==> src/rtl/rxwb_pkg.sv <==
// Shared constants and state encoding for the receive write-back engine.
package rxwb_pkg;
    localparam int LEN_W       = 14;   // width of the length field in the status word
    localparam int ST_OWN      = 31;   // ownership bit
    localparam int ST_LEN_LSB  = 16;   // length field position
    localparam int FL_SUMMARY  = 0;    // any error
    localparam int FL_MAC_ERR  = 1;    // MAC flagged a byte
    localparam int FL_TOO_LONG = 7;    // frame exceeded descriptor size
    localparam int FL_RUNT     = 11;   // frame below runt limit
    localparam logic [31:0] ERR_BITS  = 32'h4000_68DB;
    localparam logic [31:0] LEN_FIELD = 32'h3FFF_0000;

    typedef enum logic [2:0] {
        S_IDLE, S_RECV, S_EVAL, S_FETCH, S_CHECK, S_WRITE, S_STATUS
    } rxwb_state_e;
endpackage

==> src/rtl/rxwb_frame_buf.sv <==
// Store-and-forward frame buffer: packs stream bytes little-endian into
// words, counts the frame length (saturating) and remembers any error flag.
// Assumes clear is never raised in a cycle that pushes a byte.
module rxwb_frame_buf #(
    parameter int BUF_WORDS = 64,
    parameter int LEN_W     = 14
) (
    input  logic                         clk,
    input  logic                         rst_n,
    input  logic                         clear,
    input  logic                         push,
    input  logic [7:0]                   push_byte,
    input  logic                         push_err,
    input  logic [$clog2(BUF_WORDS)-1:0] rd_idx,
    output logic [31:0]                  rd_word,
    output logic [LEN_W-1:0]             len,
    output logic                         err_seen
);
    localparam int IDX_W     = $clog2(BUF_WORDS);
    localparam int CAP_BYTES = BUF_WORDS * 4;

    logic [31:0]      store [BUF_WORDS];
    logic [LEN_W-1:0] len_q;
    logic             err_q;
    logic [IDX_W-1:0] wr_idx;
    logic [1:0]       wr_lane;

    assign wr_idx  = len_q[IDX_W+1:2];
    assign wr_lane = len_q[1:0];

    // Track length and sticky error of the frame being collected.
    always_ff @(posedge clk) begin
        if (!rst_n || clear) begin
            len_q <= '0;
            err_q <= 1'b0;
        end else if (push) begin
            if (len_q != '1) len_q <= len_q + 1'b1;
            err_q <= err_q | push_err;
        end
    end

    // Place each byte in its lane while the store has room.
    always_ff @(posedge clk) begin
        if (push && (int'(len_q) < CAP_BYTES))
            store[wr_idx][{wr_lane, 3'b000} +: 8] <= push_byte;
    end

    assign rd_word  = store[rd_idx];
    assign len      = len_q;
    assign err_seen = err_q;
endmodule

==> src/rtl/rxwb_classify.sv <==
// Frame classification: decides drop versus keep from the forwarding
// controls, builds the status word and the number of buffer words to write.
// Assumes the size field does not exceed the buffer store capacity.
module rxwb_classify #(
    parameter int BUF_WORDS  = 64,
    parameter int RUNT_BYTES = 64,
    parameter int LEN_W      = 14
) (
    input  logic [LEN_W-1:0]             len,
    input  logic                         mac_err,
    input  logic [LEN_W-1:0]             size,
    input  logic                         fwd_runt,
    input  logic                         fwd_err,
    output logic                         drop,
    output logic [31:0]                  status,
    output logic [$clog2(BUF_WORDS):0]   nwords
);
    import rxwb_pkg::*;
    localparam int IDX_W     = $clog2(BUF_WORDS);
    localparam int CAP_BYTES = BUF_WORDS * 4;

    logic             is_runt;
    logic             too_long;
    logic [LEN_W-1:0] eff;

    // Classify the frame and derive the write-back words.
    always_comb begin
        is_runt  = int'(len) < RUNT_BYTES;
        too_long = len > size;
        drop     = (is_runt && !fwd_runt) || (mac_err && !fwd_err);
        status                           = '0;
        status[ST_LEN_LSB +: LEN_W]      = len;
        status[FL_RUNT]                  = is_runt;
        status[FL_TOO_LONG]              = too_long;
        status[FL_MAC_ERR]               = mac_err;
        status[FL_SUMMARY]               = is_runt | too_long | mac_err;
        eff = too_long ? size : len;
        if (int'(eff) > CAP_BYTES) eff = LEN_W'(CAP_BYTES);
        nwords = (IDX_W+1)'((int'(eff) + 3) >> 2);
    end
endmodule

==> src/rtl/rxwb_engine.sv <==
// Receive descriptor write-back engine. Collects a whole frame, then reads
// the current descriptor, copies the frame into its buffer, writes back the
// status with ownership released and follows the next pointer.
// Assumes a memory with one-cycle read latency that accepts every request.
module rxwb_engine #(
    parameter int ADDR_W     = 10,
    parameter int BUF_WORDS  = 64,
    parameter int RUNT_BYTES = 64,
    parameter int CNT_W      = 16
) (
    input  logic              clk,
    input  logic              rst_n,
    input  logic              cfg_start,
    input  logic [31:0]       cfg_base,
    input  logic              cfg_fwd_runt,
    input  logic              cfg_fwd_err,
    input  logic              rx_valid,
    input  logic [7:0]        rx_data,
    input  logic              rx_err,
    input  logic              rx_last,
    output logic              rx_ready,
    output logic              mem_req,
    output logic              mem_we,
    output logic [ADDR_W-1:0] mem_addr,
    output logic [31:0]       mem_wdata,
    input  logic [31:0]       mem_rdata,
    output logic [CNT_W-1:0]  ovf_count
);
    import rxwb_pkg::*;
    localparam int IDX_W = $clog2(BUF_WORDS);
    localparam int WC_W  = IDX_W + 1;

    rxwb_state_e      state;
    logic [ADDR_W-1:0] desc_w, d_buf, d_next;
    logic             d_own;
    logic [LEN_W-1:0] d_size;
    logic [2:0]       fcnt;
    logic [WC_W-1:0]  wcnt;
    logic [CNT_W-1:0] ovf_q;

    logic             push, buf_clear, status_wr;
    logic [31:0]      rd_word, status_word;
    logic [LEN_W-1:0] frame_len;
    logic             frame_err, drop;
    logic [WC_W-1:0]  nwords;
    logic             unused_bits;

    assign rx_ready  = (state == S_RECV);
    assign push      = rx_valid && rx_ready;
    assign status_wr = (state == S_STATUS);
    assign buf_clear = (state == S_EVAL && drop) ||
                       (state == S_CHECK && !d_own) || status_wr;
    assign ovf_count = ovf_q;
    assign unused_bits = ^{mem_rdata, cfg_base};

    rxwb_frame_buf #(.BUF_WORDS(BUF_WORDS), .LEN_W(LEN_W)) u_buf (
        .clk(clk), .rst_n(rst_n), .clear(buf_clear), .push(push),
        .push_byte(rx_data), .push_err(rx_err), .rd_idx(wcnt[IDX_W-1:0]),
        .rd_word(rd_word), .len(frame_len), .err_seen(frame_err)
    );

    rxwb_classify #(.BUF_WORDS(BUF_WORDS), .RUNT_BYTES(RUNT_BYTES), .LEN_W(LEN_W)) u_cls (
        .len(frame_len), .mac_err(frame_err), .size(d_size),
        .fwd_runt(cfg_fwd_runt), .fwd_err(cfg_fwd_err),
        .drop(drop), .status(status_word), .nwords(nwords)
    );

    // Engine sequencing: receive, classify, fetch, copy, write back, advance.
    always_ff @(posedge clk) begin
        if (!rst_n) begin
            state  <= S_IDLE;
            desc_w <= '0;
            d_buf  <= '0;
            d_next <= '0;
            d_own  <= 1'b0;
            d_size <= '0;
            fcnt   <= '0;
            wcnt   <= '0;
            ovf_q  <= '0;
        end else begin
            case (state)
                S_IDLE: if (cfg_start) begin
                    desc_w <= cfg_base[ADDR_W+1:2];
                    state  <= S_RECV;
                end
                S_RECV: if (push && rx_last) state <= S_EVAL;
                S_EVAL: state <= drop ? S_RECV : S_FETCH;
                S_FETCH: begin
                    case (fcnt)
                        3'd1: d_own  <= mem_rdata[ST_OWN];
                        3'd2: d_size <= mem_rdata[LEN_W-1:0];
                        3'd3: d_buf  <= mem_rdata[ADDR_W+1:2];
                        3'd4: d_next <= mem_rdata[ADDR_W+1:2];
                        default: ;
                    endcase
                    if (fcnt == 3'd4) begin
                        fcnt  <= '0;
                        state <= S_CHECK;
                    end else begin
                        fcnt <= fcnt + 1'b1;
                    end
                end
                S_CHECK: begin
                    wcnt <= '0;
                    if (!d_own) begin
                        ovf_q <= ovf_q + 1'b1;
                        state <= S_RECV;
                    end else if (nwords == '0) begin
                        state <= S_STATUS;
                    end else begin
                        state <= S_WRITE;
                    end
                end
                S_WRITE: begin
                    if (wcnt == nwords - 1'b1) state <= S_STATUS;
                    else                       wcnt  <= wcnt + 1'b1;
                end
                S_STATUS: begin
                    desc_w <= d_next;
                    state  <= S_RECV;
                end
                default: state <= S_IDLE;
            endcase
        end
    end

    // Drive the memory port from the current state.
    always_comb begin
        mem_req   = 1'b0;
        mem_we    = 1'b0;
        mem_addr  = desc_w;
        mem_wdata = status_word;
        case (state)
            S_FETCH: begin
                mem_req  = (fcnt != 3'd4);
                mem_addr = desc_w + ADDR_W'(fcnt);
            end
            S_WRITE: begin
                mem_req   = 1'b1;
                mem_we    = 1'b1;
                mem_addr  = d_buf + ADDR_W'(wcnt);
                mem_wdata = rd_word;
            end
            S_STATUS: begin
                mem_req = 1'b1;
                mem_we  = 1'b1;
            end
            default: ;
        endcase
    end
endmodule

==> config.mk <==
export PLATFORM = sky130hd
export DESIGN_NAME = rxwb_engine
export DESIGN_NICKNAME = d
export VERILOG_FILES = /design/src/rtl/rxwb_pkg.sv /design/src/rtl/rxwb_frame_buf.sv /design/src/rtl/rxwb_classify.sv /design/src/rtl/rxwb_engine.sv
export SDC_FILE = /design/constraint.sdc
export NUM_CORES = 2
export LEC_CHECK = 0
export ABC_AREA = 1
export BUFFER_PORTS_ARGS = -buffer_cell sky130_fd_sc_hd__buf_2
export CAP_MARGIN = 10
export CELL_PAD_IN_SITES_DETAIL_PLACEMENT = 0
export CELL_PAD_IN_SITES_GLOBAL_PLACEMENT = 1
export CORE_MARGIN = 2
export CORE_UTILIZATION = 50
export CTS_CLUSTER_DIAMETER = 60
export CTS_CLUSTER_SIZE = 40
export DETAILED_ROUTE_END_ITERATION = 8
export PLACE_DENSITY = 0.88
export SYNTH_ARGS = -nofsm -noshare
export SYNTH_HDL_FRONTEND = slang
export SYNTH_HIERARCHICAL = 1
export SYNTH_SLANG_ARGS = --single-unit
==> constraint.sdc <==
create_clock -name clk -period 5.28 [get_ports clk]
set_clock_uncertainty 0.05 [all_clocks]
set_input_delay 0 -clock clk [delete_from_list [all_inputs] [get_ports clk]]
set_output_delay 0 -clock clk [all_outputs]
set_load 0.03 [all_outputs]
Yosys cells after proc, flatten, opt, wreduce, memory -nomap -nowiden:

Memory sizes are Yosys's and may differ from the RTL's. A register that Yosys moved wholly into a read port is not among the register bits.
Cells that the tools add are included.

* bits in registers: 89
* output and inout port bits: 61
* memory bits (writable): 2048
* memories: 1

* mux-type cells: 23
* reductions and logical operators: 29
* bitwise operators: 4
* shift-type cells: 2
* magnitude comparators: 4
* add/sub/neg operators: 9
* eq/ne operators: 18

Memories
* u_buf.store: words 64, width 32, read ports 1, clocked after memory_dff 1, wr ports 1, line rxwb_frame_buf.sv:22 `logic [31:0] store [BUF_WORDS];`

Operator list (number)
* $mux W32: 2
* $pmux W10 S2: 2
* $shift A8 B7 Y32 const A: 1
* $shiftx A8 B7 Y32: 1
* $pmux W3 S7: 1
* $mux W3: 6
* $add A16 B1 Y16 const B: 1
* $reduce_and A2 Y1: 8
* $add A14 B1 Y14 const B: 1
* $gt A14 B14 Y1: 1
* $gt A14 B9 Y1 const B: 1
* $lt A14 B7 Y1 const B: 1
* $lt A14 B9 Y1 const B: 1
* $mux W14: 1
* $ne A14 B14 Y1 const B: 1
* $pmux W7 S2: 1
* $eq A3 B2 Y1 const B: 4
* $eq A3 B3 Y1 const B: 4
* $mux W6: 2
* $add A10 B3 Y10: 1
* $add A10 B7 Y10: 1
* $mux W10: 1
* $add A9 B2 Y9 const B: 1
* $mux W9: 1
* other kinds (23): 44

Logic depth before layout (Yosys ltp):

* word-level depth: 11
* gate-level depth with buffers: 34
* depth with buffers taken out: 32

Hierarchy:

The synthesis kept the hierarchy.

By module, submodules not included
* rxwb_frame_buf: cells an instance 7190, area each 84217.0 µm², instances 1
* rxwb_engine: cells an instance 711, area each 4692.0 µm², instances 1
* rxwb_classify: cells an instance 181, area each 1146.1 µm², instances 1

Worst setup path after synthesis:

No wires, ideal clock.

* path type: reg2reg
* start point: register u_buf.len_q[0], in the netlist u_buf/len[0]
* end point: memory u_buf.store[0][16], data pin
* path slack: 0.433 ns
* path buffers: 2
* period minus slack after synthesis: 4.847 ns
* data required time: 4.550 ns
* cell stages (with the launch flop): 7
* data arrival time: 4.117 ns
* library setup time: 0.680 ns
* path through: dfxtp_1 > clkbuf_1 > inv_1 > ha_1 > clkbuf_1 > nand2_1 > nor3_1

* cells in the longest elaborated chain, start to end: 2

RTL lines
* start: declaration: line rxwb_frame_buf.sv:23 `logic [LEN_W-1:0] len_q;`
* start signal: assignment: line rxwb_frame_buf.sv:37 `if (len_q != '1) len_q <= len_q + 1'b1;`
* $neg A5 Y7: line rxwb_frame_buf.sv:45 `store[wr_idx][{wr_lane, 3'b000} +: 8] <= push_byte;`
* $shiftx A8 B7 Y32: line rxwb_frame_buf.sv:45
* end: declaration: line rxwb_frame_buf.sv:22

No other way between the ends.

Worst setup path in the final report:

* start point: register u_buf.len_q[7], in the netlist u_buf/len[7]
* end point: register state[0]

* cells in the longest elaborated chain, start to end: 9

RTL lines
* $gt A14 B14 Y1: line rxwb_classify.sv:29 `too_long = len > size;`
* $mux W14 (*): line rxwb_classify.sv:37 `eff = too_long ? size : len;`
* $gt A14 B9 Y1: line rxwb_classify.sv:38 `if (int'(eff) > CAP_BYTES) eff = LEN_W'(CAP_BYTES);`
* $mux W9 (*): line rxwb_classify.sv:38
* $add A9 B2 Y9 (*): line rxwb_classify.sv:39 `nwords = (IDX_W+1)'((int'(eff) + 3) >> 2);`
* via nwords[3]: line rxwb_engine.sv:45 `logic [WC_W-1:0] nwords;`
* $sub A7 B1 Y7 or $logic_not A7 Y1 (tied branches): line rxwb_engine.sv:115, rxwb_engine.sv:108
* $eq A7 B7 Y1 or $mux W2 (tied branches): line rxwb_engine.sv:115, rxwb_engine.sv:108
* $ne A2 B2 Y1 (no line) or $mux W3 (tied branches)
* $reduce_and A4 Y1 (no line) or $pmux W3 S7 (tied branches)
* end signal: assignment: line rxwb_engine.sv:87 `S_EVAL: state <= drop ? S_RECV : S_FETCH;`
* end: declaration: line rxwb_engine.sv:33 `rxwb_state_e state;`

The timed path passes the listed nets; every way through them passes the cells marked *.
A chain may end at the register's enable or synchronous reset.

==> metrics.txt <==
Crit path top cell by count nand2_1; critical path's top delay family simple AND/OR/NAND/NOR gates; Seq cells post-synth 2137; Worst path slowest cell dfxtp_1; status finished, final reports clean; Max Fanout on Critical Path 12; routed wire length per instance 24.1 µm; Period minus WS final 4.60 ns; fin nets 8087; number of cells on the critical path 28; IO Port Bufs 101; Mapped Area 0.0901 mm²; Max-slew headroom 0.187; first-pass GRT wire length 368 mm; DR iter-0 viols 8473; CP bufs+invs 1; sequential share of the synthesized area 0.703; clock latency at the later pin of the worst-skew pair 0.80 ns; max-cap violation count 0; drt first pass iters 7; Yosys warnings 6; dominant cell type by area after synthesis edfxtp_1; TritonCTS buffer count 137; VDD IR max 417 µV; Routed Antenna Nets 0; Max Transition Viols Final 0; HPWL after DPL 149 mm; core area 0.179 mm²; Die Y 428 µm; crit path to state[0]$_SDFFE_PN0P_; Reg2Reg Capture Point state[0]$_SDFFE_PN0P_; post-synthesis to final-layout area growth 8.45%; crit share post-route 0.872; Commonest cells post-synth nand2_1, edfxtp_1, nand3_1; setup TNS 0 ns; R2R Path Start u_buf/len[7]$_SDFFE_PP0P_; Sink Count 2137; Critical Path Source u_buf/len[7]$_SDFFE_PP0P_; grt ovf 0; top-count cell post-synth nand2_1; largest net degree at the start of global routing 224; Synth cell types 56; share of cells above drive strength 1 0.0673; # H-tree levels 4; Critical Path Sink Type flip-flop; CTS tree done; Die W 428 µm; drt drc 0; die area 0.184 mm²; total track usage 0.268; final wirelength 251 mm; worst-margin pin slew 1.22 ns; Avg Cell Area, Syn 11.1 µm²; critical path's largest stage delay 0.57 ns; starting density of the core 0.504; CP arrival 5.25 ns; clock buffer depth 3; Via density 5.89; Min-Delay Path Class in -> reg; clock slew at reported path FFs 0.08 ns; Lkg Pwr 33.7 nW; initial antenna violation count 14; reg2reg setup slack 0.68 ns; I/O Pins 141; HP Start mem_rdata[5]; clock root buffer clkbuf_16; via count 61500; CP Class reg -> reg; routability congestion estimate 0.908; WP data required 5.92 ns; CP Launch Type flip-flop; ys flop type edfxtp_1; RSZ-0062 raised after global routing no; Syn Inst Count 8082; Synth async-reset ratio 0; Max Fclk 217 MHz; cell area power density 378 mW/mm²; row count 155; final std cells w/o fill 10400; Placed Cells 10100; vias in the first global route 57600; Final setup violation count 0; number of synthesized flops with an enable pin 2048; top cells by area, synth edfxtp_1, nand3_1, nand2_1; area share of the largest cell type after synthesis 0.683; Final Hold Fails 0; R2R cell count 28
## state kept, by name (all words and copies together) (netlist names)
signal and cells:
state 3, d_size 14, u_buf/len 14, ovf_count 16
fcnt 3, wcnt 7, d_buf 10, desc_w 10
u_buf/err_seen 1, d_own 1, d_next 10, u_buf/store 2048
## kinds of logic (layout without fill, tap and decap cells)
family / after synthesis / count (layout) / synth area share
flops: 2137 / 2137 / 0.703
other cells: 1 / 29 / 0.0000416
compound gates: 153 / 153 / 0.00929
fa+ha+maj: 40 / 40 / 0.00572
xor+xnor: 18 / 18 / 0.00175
simple gates: 5040 / 5040 / 0.243
buf+inv: 693 / 672 / 0.0375
## worst min-delay path by stage
stage	end	slack (ns)	cells after the start
6_report	d_buf[3]$_SDFFE_PN0P_	0.05	4
5_1_grt	d_next[7]$_SDFFE_PN0P_	0.05	4
4_1_cts	d_buf[2]$_SDFFE_PN0P_	0.0009	4
3_5_place_dp	u_buf/err_seen$_SDFFE_PP0P_	0.23	3
3_3_place_gp	u_buf/err_seen$_SDFFE_PP0P_	0.21	3
2_1_floorplan	d_next[0]$_SDFFE_PN0P_	0.08	2
## metal layers
layer,global-route usage,share of wire
met4,0.146,0.058
met2,0.411,0.45
met3,0.0612,0.10
met5,0.00260,0.00030
met1,0.356,0.39
## report_power, final
group | total, W | switching (W) | internal, W
Clock | 0.0117 | 0.00612 | 0.00557
Combinational | 0.00598 | 0.00446 | 0.00152
Sequential | 0.0192 | 0.000118 | 0.0191
## metrics by stage
stage	utilization	setup WS (ns)	total power, W	instance area, µm²	hold slack [ns]
after global routing	0.547	0.217	0.0382	97700	0.0480
after CTS	0.547	0.700	0.0369	97600	0.000898
after global placement	0.515	1.11	0.0254	92100	0.215
after detailed placement	0.515	0.983	0.0254	92100	0.228
final	0.547	0.676	0.0369	97700	0.0501
after floorplan	-	0.433	0.0237	90100	0.0849
## repair_timing
| item | 4_1_cts | 5_1_grt |
|---|---|---|
| hold endpoints to repair | 302 | 0 |
| hold buffers | 78 | 0 |
| resized for setup | 0 | 0 |
| setup buffers | 0 | 0 |
## tightest hold or removal path, delay by kind of cell
kind,cells,cell delay (ns)
buf+inv,2,0.71
simple gates,1,0.08
compound gates,1,0.06
## final cells by class
type                            count  area (µm²)
Clock buffer                      152        3610
Inverter                          150         597
Sequential cell                  2137       63300
Multi-Input combinational cell   5265       23700
Antenna cell                       15        37.5
Tap cell                         2355        2950
Clock inverter                     94        1160
Fill cell                       14700       80900
Timing Repair Buffer              276        2330
## layout by cell type, fill, tap and decap left out, types with 72 or more instances in the layout
cell | Yosys | final
buf_2 | 311 | 101
buf_4 | 56 | 72
clkbuf_16 | 0 | 143
dfxtp_1 | 89 | 83
dlygate4sd3_1 | 0 | 78
edfxtp_1 | 2048 | 2048
inv_1 | 132 | 130
nand2_1 | 2548 | 2544
nand3_1 | 2004 | 2004
nor2_1 | 376 | 352
(Power assumes the default switching activity.)
